[src/rtl/lsw_pkg.sv]
package lsw_pkg;

  localparam int unsigned LSW_STATE_W = 2;
  localparam int unsigned LSW_NUM_SW  = 4;

  typedef enum logic [LSW_STATE_W-1:0] {
    LSW_OFF  = 2'd0,
    LSW_TALK = 2'd1,
    LSW_RING = 2'd2,
    LSW_MBB  = 2'd3
  } lsw_state_e;

  // bit 0 tip break, bit 1 ring break, bit 2 ringing return, bit 3 injection
  typedef logic [LSW_NUM_SW-1:0] lsw_sw_t;

  function automatic lsw_sw_t lsw_pattern(lsw_state_e s);
    lsw_sw_t p;
    case (s)
      LSW_TALK: p = 4'b0011;
      LSW_RING: p = 4'b1100;
      LSW_MBB:  p = 4'b1011;
      default:  p = 4'b0000;
    endcase
    return p;
  endfunction

  function automatic lsw_state_e lsw_target(logic all_off, logic ring);
    if (all_off) return LSW_OFF;
    if (ring)    return LSW_RING;
    return LSW_TALK;
  endfunction

endpackage

[src/rtl/lsw_enable_gate.sv]
module lsw_enable_gate (
  input  logic clk,
  input  logic rst_n,
  input  logic supply_ok,
  input  logic latch_oe,
  input  logic latch_n,
  output logic latch_open
);
  logic latch_eff_n;

  // an undriven enable is pulled high
  assign latch_eff_n = latch_oe ? latch_n : 1'b1;
  assign latch_open  = supply_ok & ~latch_eff_n;

  p_undriven_locked_r2: assert property (@(posedge clk) disable iff (!rst_n)
    !latch_oe |-> !latch_open);
endmodule

[src/rtl/lsw_mode_fsm.sv]
module lsw_mode_fsm
  import lsw_pkg::*;
(
  input  logic       clk,
  input  logic       rst_n,
  input  logic       supply_ok,
  input  logic       latch_open,
  input  logic       ring_sel,
  input  logic       all_off_req,
  input  logic       zc_strobe,
  output lsw_state_e state_q
);
  lsw_state_e nxt;
  lsw_state_e tgt;
  logic       ev_release;

  assign tgt        = lsw_target(all_off_req, ring_sel);
  assign ev_release = (state_q == LSW_MBB) && zc_strobe;

  always_comb begin
    nxt = state_q;
    if (!supply_ok) begin
      nxt = LSW_OFF;
    end else if (latch_open) begin
      if (tgt == LSW_TALK && state_q == LSW_RING)
        nxt = LSW_MBB;
      else if (tgt == LSW_TALK && state_q == LSW_MBB)
        nxt = ev_release ? LSW_TALK : LSW_MBB;
      else
        nxt = tgt;
    end else if (ev_release) begin
      nxt = LSW_TALK;
    end
  end

  always_ff @(posedge clk or negedge rst_n) begin
    if (!rst_n) state_q <= LSW_OFF;
    else        state_q <= nxt;
  end

  p_supply_low_off_r1: assert property (@(posedge clk) disable iff (!rst_n)
    !supply_ok |=> state_q == LSW_OFF);
  p_frozen_r5: assert property (@(posedge clk) disable iff (!rst_n)
    (supply_ok && !latch_open && state_q != LSW_MBB) |=> $stable(state_q));
  p_mbb_enter_r7: assert property (@(posedge clk) disable iff (!rst_n)
    (supply_ok && latch_open && state_q == LSW_RING && !all_off_req && !ring_sel)
      |=> state_q == LSW_MBB);
  p_mbb_release_r7: assert property (@(posedge clk) disable iff (!rst_n)
    (supply_ok && state_q == LSW_MBB && zc_strobe &&
     !(latch_open && (all_off_req || ring_sel))) |=> state_q == LSW_TALK);
  p_all_off_r9: assert property (@(posedge clk) disable iff (!rst_n)
    (supply_ok && latch_open && all_off_req) |=> state_q == LSW_OFF);
  p_back_to_ring_r10: assert property (@(posedge clk) disable iff (!rst_n)
    (supply_ok && latch_open && state_q == LSW_MBB && !all_off_req && ring_sel)
      |=> state_q == LSW_RING);
endmodule

[src/rtl/lsw_switch_decode.sv]
module lsw_switch_decode
  import lsw_pkg::*;
#(
  parameter int unsigned NUM_SW = LSW_NUM_SW
) (
  input  logic              clk,
  input  logic              rst_n,
  input  logic              supply_ok,
  input  lsw_state_e        state_q,
  output logic [NUM_SW-1:0] sw_en
);
  lsw_sw_t pat;
  assign pat = lsw_pattern(state_q);

  for (genvar i = 0; i < NUM_SW; i++) begin : g_sw
    assign sw_en[i] = supply_ok & pat[i];
  end

  p_supply_gate_r1: assert property (@(posedge clk) disable iff (!rst_n)
    !supply_ok |-> sw_en == '0);
  p_no_overlap_r8: assert property (@(posedge clk) disable iff (!rst_n)
    !(sw_en[2] && (sw_en[0] || sw_en[1])));
endmodule

[src/rtl/line_switch_seq.sv]
module line_switch_seq
  import lsw_pkg::*;
(
  input  logic                   clk,
  input  logic                   rst_n,
  input  logic                   supply_ok,
  input  logic                   latch_oe,
  input  logic                   latch_n,
  input  logic                   ring_sel,
  input  logic                   all_off_req,
  input  logic                   zc_strobe,
  output logic                   brk_tip_en,
  output logic                   brk_ring_en,
  output logic                   ring_ret_en,
  output logic                   ring_inj_en,
  output logic [LSW_STATE_W-1:0] state_o
);
  logic       latch_open;
  lsw_state_e state_q;
  lsw_sw_t    sw_en;

  lsw_enable_gate u_gate (
    .clk(clk), .rst_n(rst_n), .supply_ok(supply_ok),
    .latch_oe(latch_oe), .latch_n(latch_n), .latch_open(latch_open)
  );

  lsw_mode_fsm u_fsm (
    .clk(clk), .rst_n(rst_n), .supply_ok(supply_ok), .latch_open(latch_open),
    .ring_sel(ring_sel), .all_off_req(all_off_req), .zc_strobe(zc_strobe),
    .state_q(state_q)
  );

  lsw_switch_decode #(.NUM_SW(LSW_NUM_SW)) u_dec (
    .clk(clk), .rst_n(rst_n), .supply_ok(supply_ok), .state_q(state_q),
    .sw_en(sw_en)
  );

  assign brk_tip_en  = sw_en[0];
  assign brk_ring_en = sw_en[1];
  assign ring_ret_en = sw_en[2];
  assign ring_inj_en = sw_en[3];
  assign state_o     = state_q;

  p_reset_off_r11: assert property (@(posedge clk)
    !rst_n |-> (state_o == 2'd0 && sw_en == '0));
endmodule

[config.mk]
export PLATFORM = sky130hd
export DESIGN_NAME = line_switch_seq
export DESIGN_NICKNAME = d
export VERILOG_FILES = /design/src/rtl/lsw_pkg.sv /design/src/rtl/lsw_enable_gate.sv /design/src/rtl/lsw_mode_fsm.sv /design/src/rtl/lsw_switch_decode.sv /design/src/rtl/line_switch_seq.sv
export SDC_FILE = /design/constraint.sdc
export NUM_CORES = 1
export LEC_CHECK = 0
export CAP_MARGIN = 0
export CORE_AREA = 2 2 39 41
export DETAILED_ROUTE_END_ITERATION = 12
export DIE_AREA = 0 0 41 43
export DONT_BUFFER_PORTS = 1
export PLACE_DENSITY = 0.3
export SLEW_MARGIN = 20
export SYNTH_ARGS = -nofsm -noshare
export SYNTH_HDL_FRONTEND = slang
export SYNTH_SLANG_ARGS = --single-unit
[constraint.sdc]
create_clock -name clk -period 0.8 [get_ports clk]
set_clock_uncertainty 0.05 [all_clocks]
set_input_delay 0.04 -clock clk [delete_from_list [all_inputs] [get_ports clk]]
set_output_delay 0.04 -clock clk [all_outputs]
set_load 0.1 [all_outputs]
==> results of run 1 <==
==> through the flow <==
stage | TNS, ns | utilization (%)
3_5_place_dp | -0.917 | 16.5
6_report | -2.59 | 23.0
5_1_grt | -2.84 | 23.0
4_1_cts | -2.65 | 23.0
3_3_place_gp | -0.879 | 16.5
2_1_floorplan | -2.63 | -
==> what timing repair did <==
item / 4_1_cts / 5_1_grt
gates resized for setup: 6 / 0
endpoints found under the hold margin: 4 / 2
setup buffers: 3 / 0
pin swaps: 1 / 0
endpoints found under the setup margin: 8 / 8
==> worst max path at each step <==
stage                   to  cells after the start
6_report       ring_ret_en                      3
3_5_place_dp   ring_ret_en                      3
2_1_floorplan  ring_ret_en                      2
3_3_place_gp   ring_ret_en                      3
4_1_cts        ring_ret_en                      3
5_1_grt        ring_ret_en                      3
==> worst max-delay path: cells and delay by family (launching register included) <==
| kind | cells | cell delay (ns) |
|---|---|---|
| buffers and inverters | 1 | 0.16 |
| flip-flops | 1 | 0.46 |
| AND/OR/NAND/NOR | 2 | 0.26 |
==> report_power, final <==
| group | switching, mW | total (mW) | internal (mW) |
|---|---|---|---|
| Sequential | 0.00346 | 0.112 | 0.108 |
| Clock | 0.0666 | 0.233 | 0.166 |
| Combinational | 0.0799 | 0.135 | 0.0548 |
==> logic make-up (layout without fill, tap and decap cells) <==
family	count (synthesis)	after routing	synth area share, %
DFF	2	2	37.7
AOI/OAI and AO/OA	1	1	6.60
and+or+nand+nor	9	9	42.4
muxes	1	1	7.55
buffers and inverters	1	13	5.66
==> area by class of cell <==
type	instances	area, sq um	area share [%]
timing repair buffer	10	130	40.9
multi-input combinational	11	87.6	27.6
tap	16	20.0	6.30
sequential	2	57.6	18.1
clock buffer	3	22.5	7.09
==> layout by cell type, fill, tap and decap left out <==
cell | synthesis | layout
buf_12 | 0 | 4
buf_4 | 1 | 4
clkbuf_4 | 0 | 3
and2_4 | 0 | 2
nor2b_4 | 1 | 2
nand2_1 | 2 | 2
dlygate4sd3_1 | 0 | 2
dfrtp_4 | 0 | 2
nor2_1 | 1 | 1
mux2i_1 | 1 | 1
nor2b_1 | 2 | 1
a22o_1 | 1 | 1
and3_1 | 1 | 1
==> metal layers <==
layer	global-route usage [%]	vias up
li1	-	70
met1	7.07	65
met2	5.94	10
met3	6.28	0
met4	4.00	0
met5	0	-
==> results by group, run 1 <==
Power and ir drop
  – Leak Pwr: 0.138 nW
  – Worst vdd ir: 0.000605 V
  – Power per cell area: 1510 nW/um^2
  – Final Total Pwr: 479 uW

Floorplan
  – Ports: 14
  – DIE AREA: 1760 sq um
  – Die X-Extent: 41 um
  – Initial Util: 9.58%
  – Area of the core: 1380 sq um
  – Rows: 14
  – Die Y: 43 um

Final layout
  – Final instance area: 318 sq um
  – Area Overhead vs Synth: 140%
  – Biggest register: u_fsm.state_q
  – Number of flip-flops under the largest register name: 2
  – Post-route insts no fill: 42
  – Top Registers: u_fsm.state_q x2
  – Post-layout net count: 36
  – Filler cell count: 152
  – Share of post-route cells with drive strength above 1: 65.4%
  – Antenna cell count: 0

Clocking
  – CTS Buf Count: 3
  – TritonCTS clock tree: built
  – CTS Root Cell: clkbuf_4
  – Clk sinks: 2
  – Skew-Pair Late Insertion Delay: 0.22 ns
  – H-tree depth: 1
  – Hold_buf cts: 2
  – Clk slew on worst S/H paths: 0.04 ns
  – CTS max path bufs: 2

Critical path
  – CP Capture Type: primary output
  – Reg2Reg Depth: 3
  – R2R Setup Slk: -0.32 ns
  – Worst path cell trace: and2_4 -> nor2b_4 -> buf_12
  – CP startpoint: u_fsm.state_q[1]
  – Crit path max fanout: 2
  – Slowest CP cell: dfrtp_4
  – Crit Path Category: register to primary output
  – Worst EP arrival: 1.12 ns
  – Worst r2r src: u_fsm.state_q[1]
  – Crit-path max cell delay: 0.46 ns
  – Req. time, crit path: 0.71 ns
  – CP Launch Type: register
  – Reg2reg end: u_fsm.state_q[1]

Min path
  – Hold Path Depth: 1
  – Hold Crit Class: input pin to register
  – Hold Path Sink: u_fsm.state_q[1]
  – Hold Crit Start: supply_ok

Yosys
  – Syn Std Cell Area: 133 sq um
  – Dominant cell type by area after synthesis: dfrtp_1
  – Yosys top cell area share: 37.7%
  – Commonest cells post-synth: 2 x and2_1, 2 x dfrtp_1, 2 x nand2_1, 2 x nor2b_1
  – Number of enable flip-flop cells after synthesis: 0
  – Syn Area/Cell: 9.47 sq um
  – Warnings from Yosys: 0
  – Synth Flop Type: dfrtp_1
  – Seq/Total Area, Yosys: 37.7%
  – Async set or reset register ratio after synthesis: 100%
  – FF+latch count, synth: 2
  – Synth cell types: 10
  – Synth area leaders: dfrtp_1 38%, nor2b_4 10%, and2_1 9.4%
  – Post-Syn Instances: 14
  – Syn Nets: 22

Placement
  – DP Cell Count: 34
  – Placed cell areas: 228 sq um
  – Port bufs: 0
  – Gp weighted congestion: 0.608
  – Pre-CTS WS: -0.201 ns

Detailed routing
  – Vias per cell: 3.45
  – Met3 wire length: 61 um
  – DRC Markers: 0
  – Highest routed layer: met3
  – Met2 Wirelength: 159 um
  – DR pass1 iterations: 2
  – 1st-iter DRT viols: 2
  – WL final: 370 um
  – M1 WL: 149 um
  – Vias: 145
  – Post-DRT Antenna Nets: 0
  – DR WL/cell: 8.81 um

Timing
  – Crit path setup slack, layout: -0.406 ns
  – Max-slew violation count: 0
  – RSZ-0062 raised after global routing: yes
  – Max-slew headroom: 81.4%
  – Setup Viol. Count Final: 8
  – Worst-Margin Slew: 0.281 ns
  – FMAX: 829 MHz
  – Final min period: 1.21 ns
  – Final Cycle Share: 151%
  – Final hold vios: 2
  – Hold slack: -0.0758 ns

Status
  – Violated checks: negative hold slack, negative setup slack
  – Status: complete, but fails checks

Global route
  – Initial antenna violation count: 0
  – GRT Residual Overflow: 0
  – Total GRT Usage: 5.92%
  – First-pass GRT wire length: 600 um
  – Vias in the first global route: 143
  – Pin count of the biggest net entering global routing: 5

Run
  – Max-cap violations: 0
No activity file was read; power rests on OpenSTA's default activity.
==> run 2, diff against run 1 <==
clock period = 1.31 ns   (was 0.8 ns; I/O delays follow)
==> results by group, run 2 (synthesis results as in run 1) <==
Timing
  – Max-slew headroom: 81.6% (was 81.4%)
  – Final Cycle Share: 96.2%
  – Worst-Margin Slew: 0.278 ns (was 0.281 ns)
  – Final min period: 1.26 ns
  – Final hold vios: 0 (was 2)
  – FMAX: 793 MHz
  – RSZ-0062 raised after global routing: no (was yes)
  – Setup TNS: 0 ns (was -2.59 ns)
  – Max-slew violation count: 0 (unchanged)
  – Setup Viol. Count Final: 0 (was 8)

Clocking
  – CTS Buf Count: 3 (unchanged)
  – TritonCTS clock tree: built (unchanged)
  – Postcts setup bufs: 0 (was 3)
  – H-tree depth: 1 (unchanged)
  – Clk sinks: 2 (unchanged)
  – CTS max path bufs: 2 (unchanged)
  – Clk slew on worst S/H paths: 0.03 ns (was 0.04 ns)
  – Skew-Pair Late Insertion Delay: 0.23 ns (was 0.22 ns)
  – CTS Root Cell: clkbuf_4 (unchanged)

Final layout
  – Share of post-route cells with drive strength above 1: 60.9% (was 65.4%)
  – Area Overhead vs Synth: 104% (was 140%)
  – Biggest register: u_fsm.state_q (unchanged)
  – Number of flip-flops under the largest register name: 2 (unchanged)
  – Antenna cell count: 0 (unchanged)
  – Final instance area: 270 sq um (was 318 sq um)
  – Top Registers: u_fsm.state_q x2 (unchanged)
  – Most frequent cells in the layout: 3 x clkbuf_4, 3 x buf_4 (was 4 x buf_12, 4 x buf_4, 3 x clkbuf_4)
  – Post-route insts no fill: 39 (was 42)
  – Post-layout net count: 33 (was 36)

Detailed routing
  – Vias: 129 (was 145)
  – WL final: 367 um (was 370 um)
  – 1st-iter DRT viols: 0 (was 2)
  – DR WL/cell: 9.41 um (was 8.81 um)
  – Post-DRT Antenna Nets: 0 (unchanged)
  – Vias per cell: 3.31 (was 3.45)
  – DRC Markers: 0 (unchanged)
  – DR pass1 iterations: 1 (was 2)

Run
  – Max-cap violations: 0 (unchanged)

Power and ir drop
  – Leak Pwr: 0.116 nW (was 0.138 nW)
  – Power per cell area: 1030 nW/um^2 (was 1510 nW/um^2)
  – Combinational Power Share: 25.2% (was 28.1%)
  – Clk pwr share: 50.1% (was 48.6%)
  – Portion of total power attributed to sequential cells: 24.7% (was 23.3%)
  – Internal power component: 191 uW (was 329 uW)
  – P_sw: 88.1 uW (was 150 uW)
  – Switching share of power: 31.5% (was 31.3%)
  – Worst vdd ir: 0.000437 V (was 0.000605 V)

Placement
  – DP Cell Count: 34 (unchanged)
  – Placed cell areas: 228 sq um (unchanged)
  – Gp weighted congestion: 0.583 (was 0.608)
  – Port bufs: 0 (unchanged)

Critical path
  – Worst path cell trace: and2_4 -> nor2b_4 -> buf_12 (unchanged)
  – Crit path max fanout: 3 (was 2)
  – Reg2Reg Depth: 2 (was 3)
  – Req. time, crit path: 1.19 ns (was 0.71 ns)
  – R2R Setup Slk: 0.31 ns (was -0.32 ns)
  – Crit-path max cell delay: 0.47 ns (was 0.46 ns)
  – Reg2reg end: u_fsm.state_q[1] (unchanged)
  – Slowest CP cell: dfrtp_4 (unchanged)
  – CP Capture Type: primary output (unchanged)
  – Crit path buf inv count: 1 (unchanged)
  – Worst EP arrival: 1.15 ns (was 1.12 ns)
  – Cell family with the largest share of critical-path delay: flip-flops (unchanged)
  – Crit Path Category: register to primary output (unchanged)
  – Worst r2r src: u_fsm.state_q[1] (unchanged)
  – CP Launch Type: register (unchanged)

Floorplan
  – DIE AREA: 1760 sq um (unchanged)
  – Initial Util: 9.58% (unchanged)
  – Die Y: 43 um (unchanged)
  – Area of the core: 1380 sq um (unchanged)
  – Rows: 14 (unchanged)
  – Die X-Extent: 41 um (unchanged)
  – Ports: 14 (unchanged)

Global route
  – GRT Residual Overflow: 0 (unchanged)
  – Pin count of the biggest net entering global routing: 6 (was 5)
  – First-pass GRT wire length: 517 um (was 600 um)
  – Total GRT Usage: 5.53% (was 5.92%)
  – Initial antenna violation count: 0 (unchanged)
  – Vias in the first global route: 123 (was 143)

Min path
  – Hold Crit Class: input pin to asynchronous set/reset pin (was input pin to register)

Status
  – Status: completed (was complete, but fails checks)
run 2: cell types whose count changed in the layout (fill, tap and decap cells not counted):
cell,previous run,this run
buf_4,4,3
buf_12,4,2
run 2: worst reg2reg max path: cells and delay by family, from the launching register on:
kind	cells	cell delay, ns
DFF	1	0.47
AOI/OAI and AO/OA	1	0.19
and+or+nand+nor	1	0.16
run 2: power groups by stage:
stage | Combinational [mW] | Clock, mW | Sequential [mW]
floorplan | 0.0371 | 0 | 0.0865
global placement | 0.0651 | 0 | 0.0694
detailed placement | 0.0650 | 0 | 0.0698
CTS | 0.0708 | 0.149 | 0.0691
global route | 0.0731 | 0.165 | 0.0692
finish | 0.0703 | 0.140 | 0.0690
run 2: through the flow:
stage | utilization [%] | power (mW) | setup slack (ns) | hold slack (ns)
after detailed placement | 16.5 | 0.135 | 0.285 | -0.280
after global routing | 19.5 | 0.307 | 0.00739 | 0.00142
after global placement | 16.5 | 0.135 | 0.296 | -0.280
final | 19.5 | 0.279 | 0.0495 | 0.0177
after floorplan | - | 0.124 | -0.398 | -0.280
after CTS | 19.5 | 0.289 | 0.0347 | 0.00789
run 2: cell type report:
cell class | instances | area, sq um
fillers | 163 | 1110
multi-input cells | 11 | 87.6
repair buffers | 7 | 82.6
flip-flops and latches | 2 | 57.6
clock buffers | 3 | 22.5
well taps | 16 | 20.0
run 2: per-layer routing:
layer	routed length [um]	part of all wire, %	GRT usage [%]	vias up
met4	0	0	10.0	0
met2	173	47	5.31	8
li1	-	-	-	63
met1	153	42	5.48	58
met3	40	11	3.14	0
met5	0	0	0	-
run 2: repair_timing:
action,in CTS,in global routing
hold buffers,2,0
endpoints found under the hold margin,4,0
gates resized for setup,0,0
run 2: worst max path at each step:
| stage | endpoint | slack [ns] | cells past startpoint | from |
|---|---|---|---|---|
| 4_1_cts | ring_ret_en | 0.03 | 3 | u_fsm.state_q[1] |
| 3_5_place_dp | ring_ret_en | 0.28 | 3 | u_fsm.state_q[1] |
| 6_report | ring_ret_en | 0.05 | 3 | u_fsm.state_q[1] |
| 5_1_grt | ring_ret_en | 0.007 | 3 | u_fsm.state_q[1] |
| 3_3_place_gp | ring_ret_en | 0.30 | 3 | u_fsm.state_q[1] |
| 2_1_floorplan | ring_ret_en | -0.40 | 2 | u_fsm.state_q[1] |
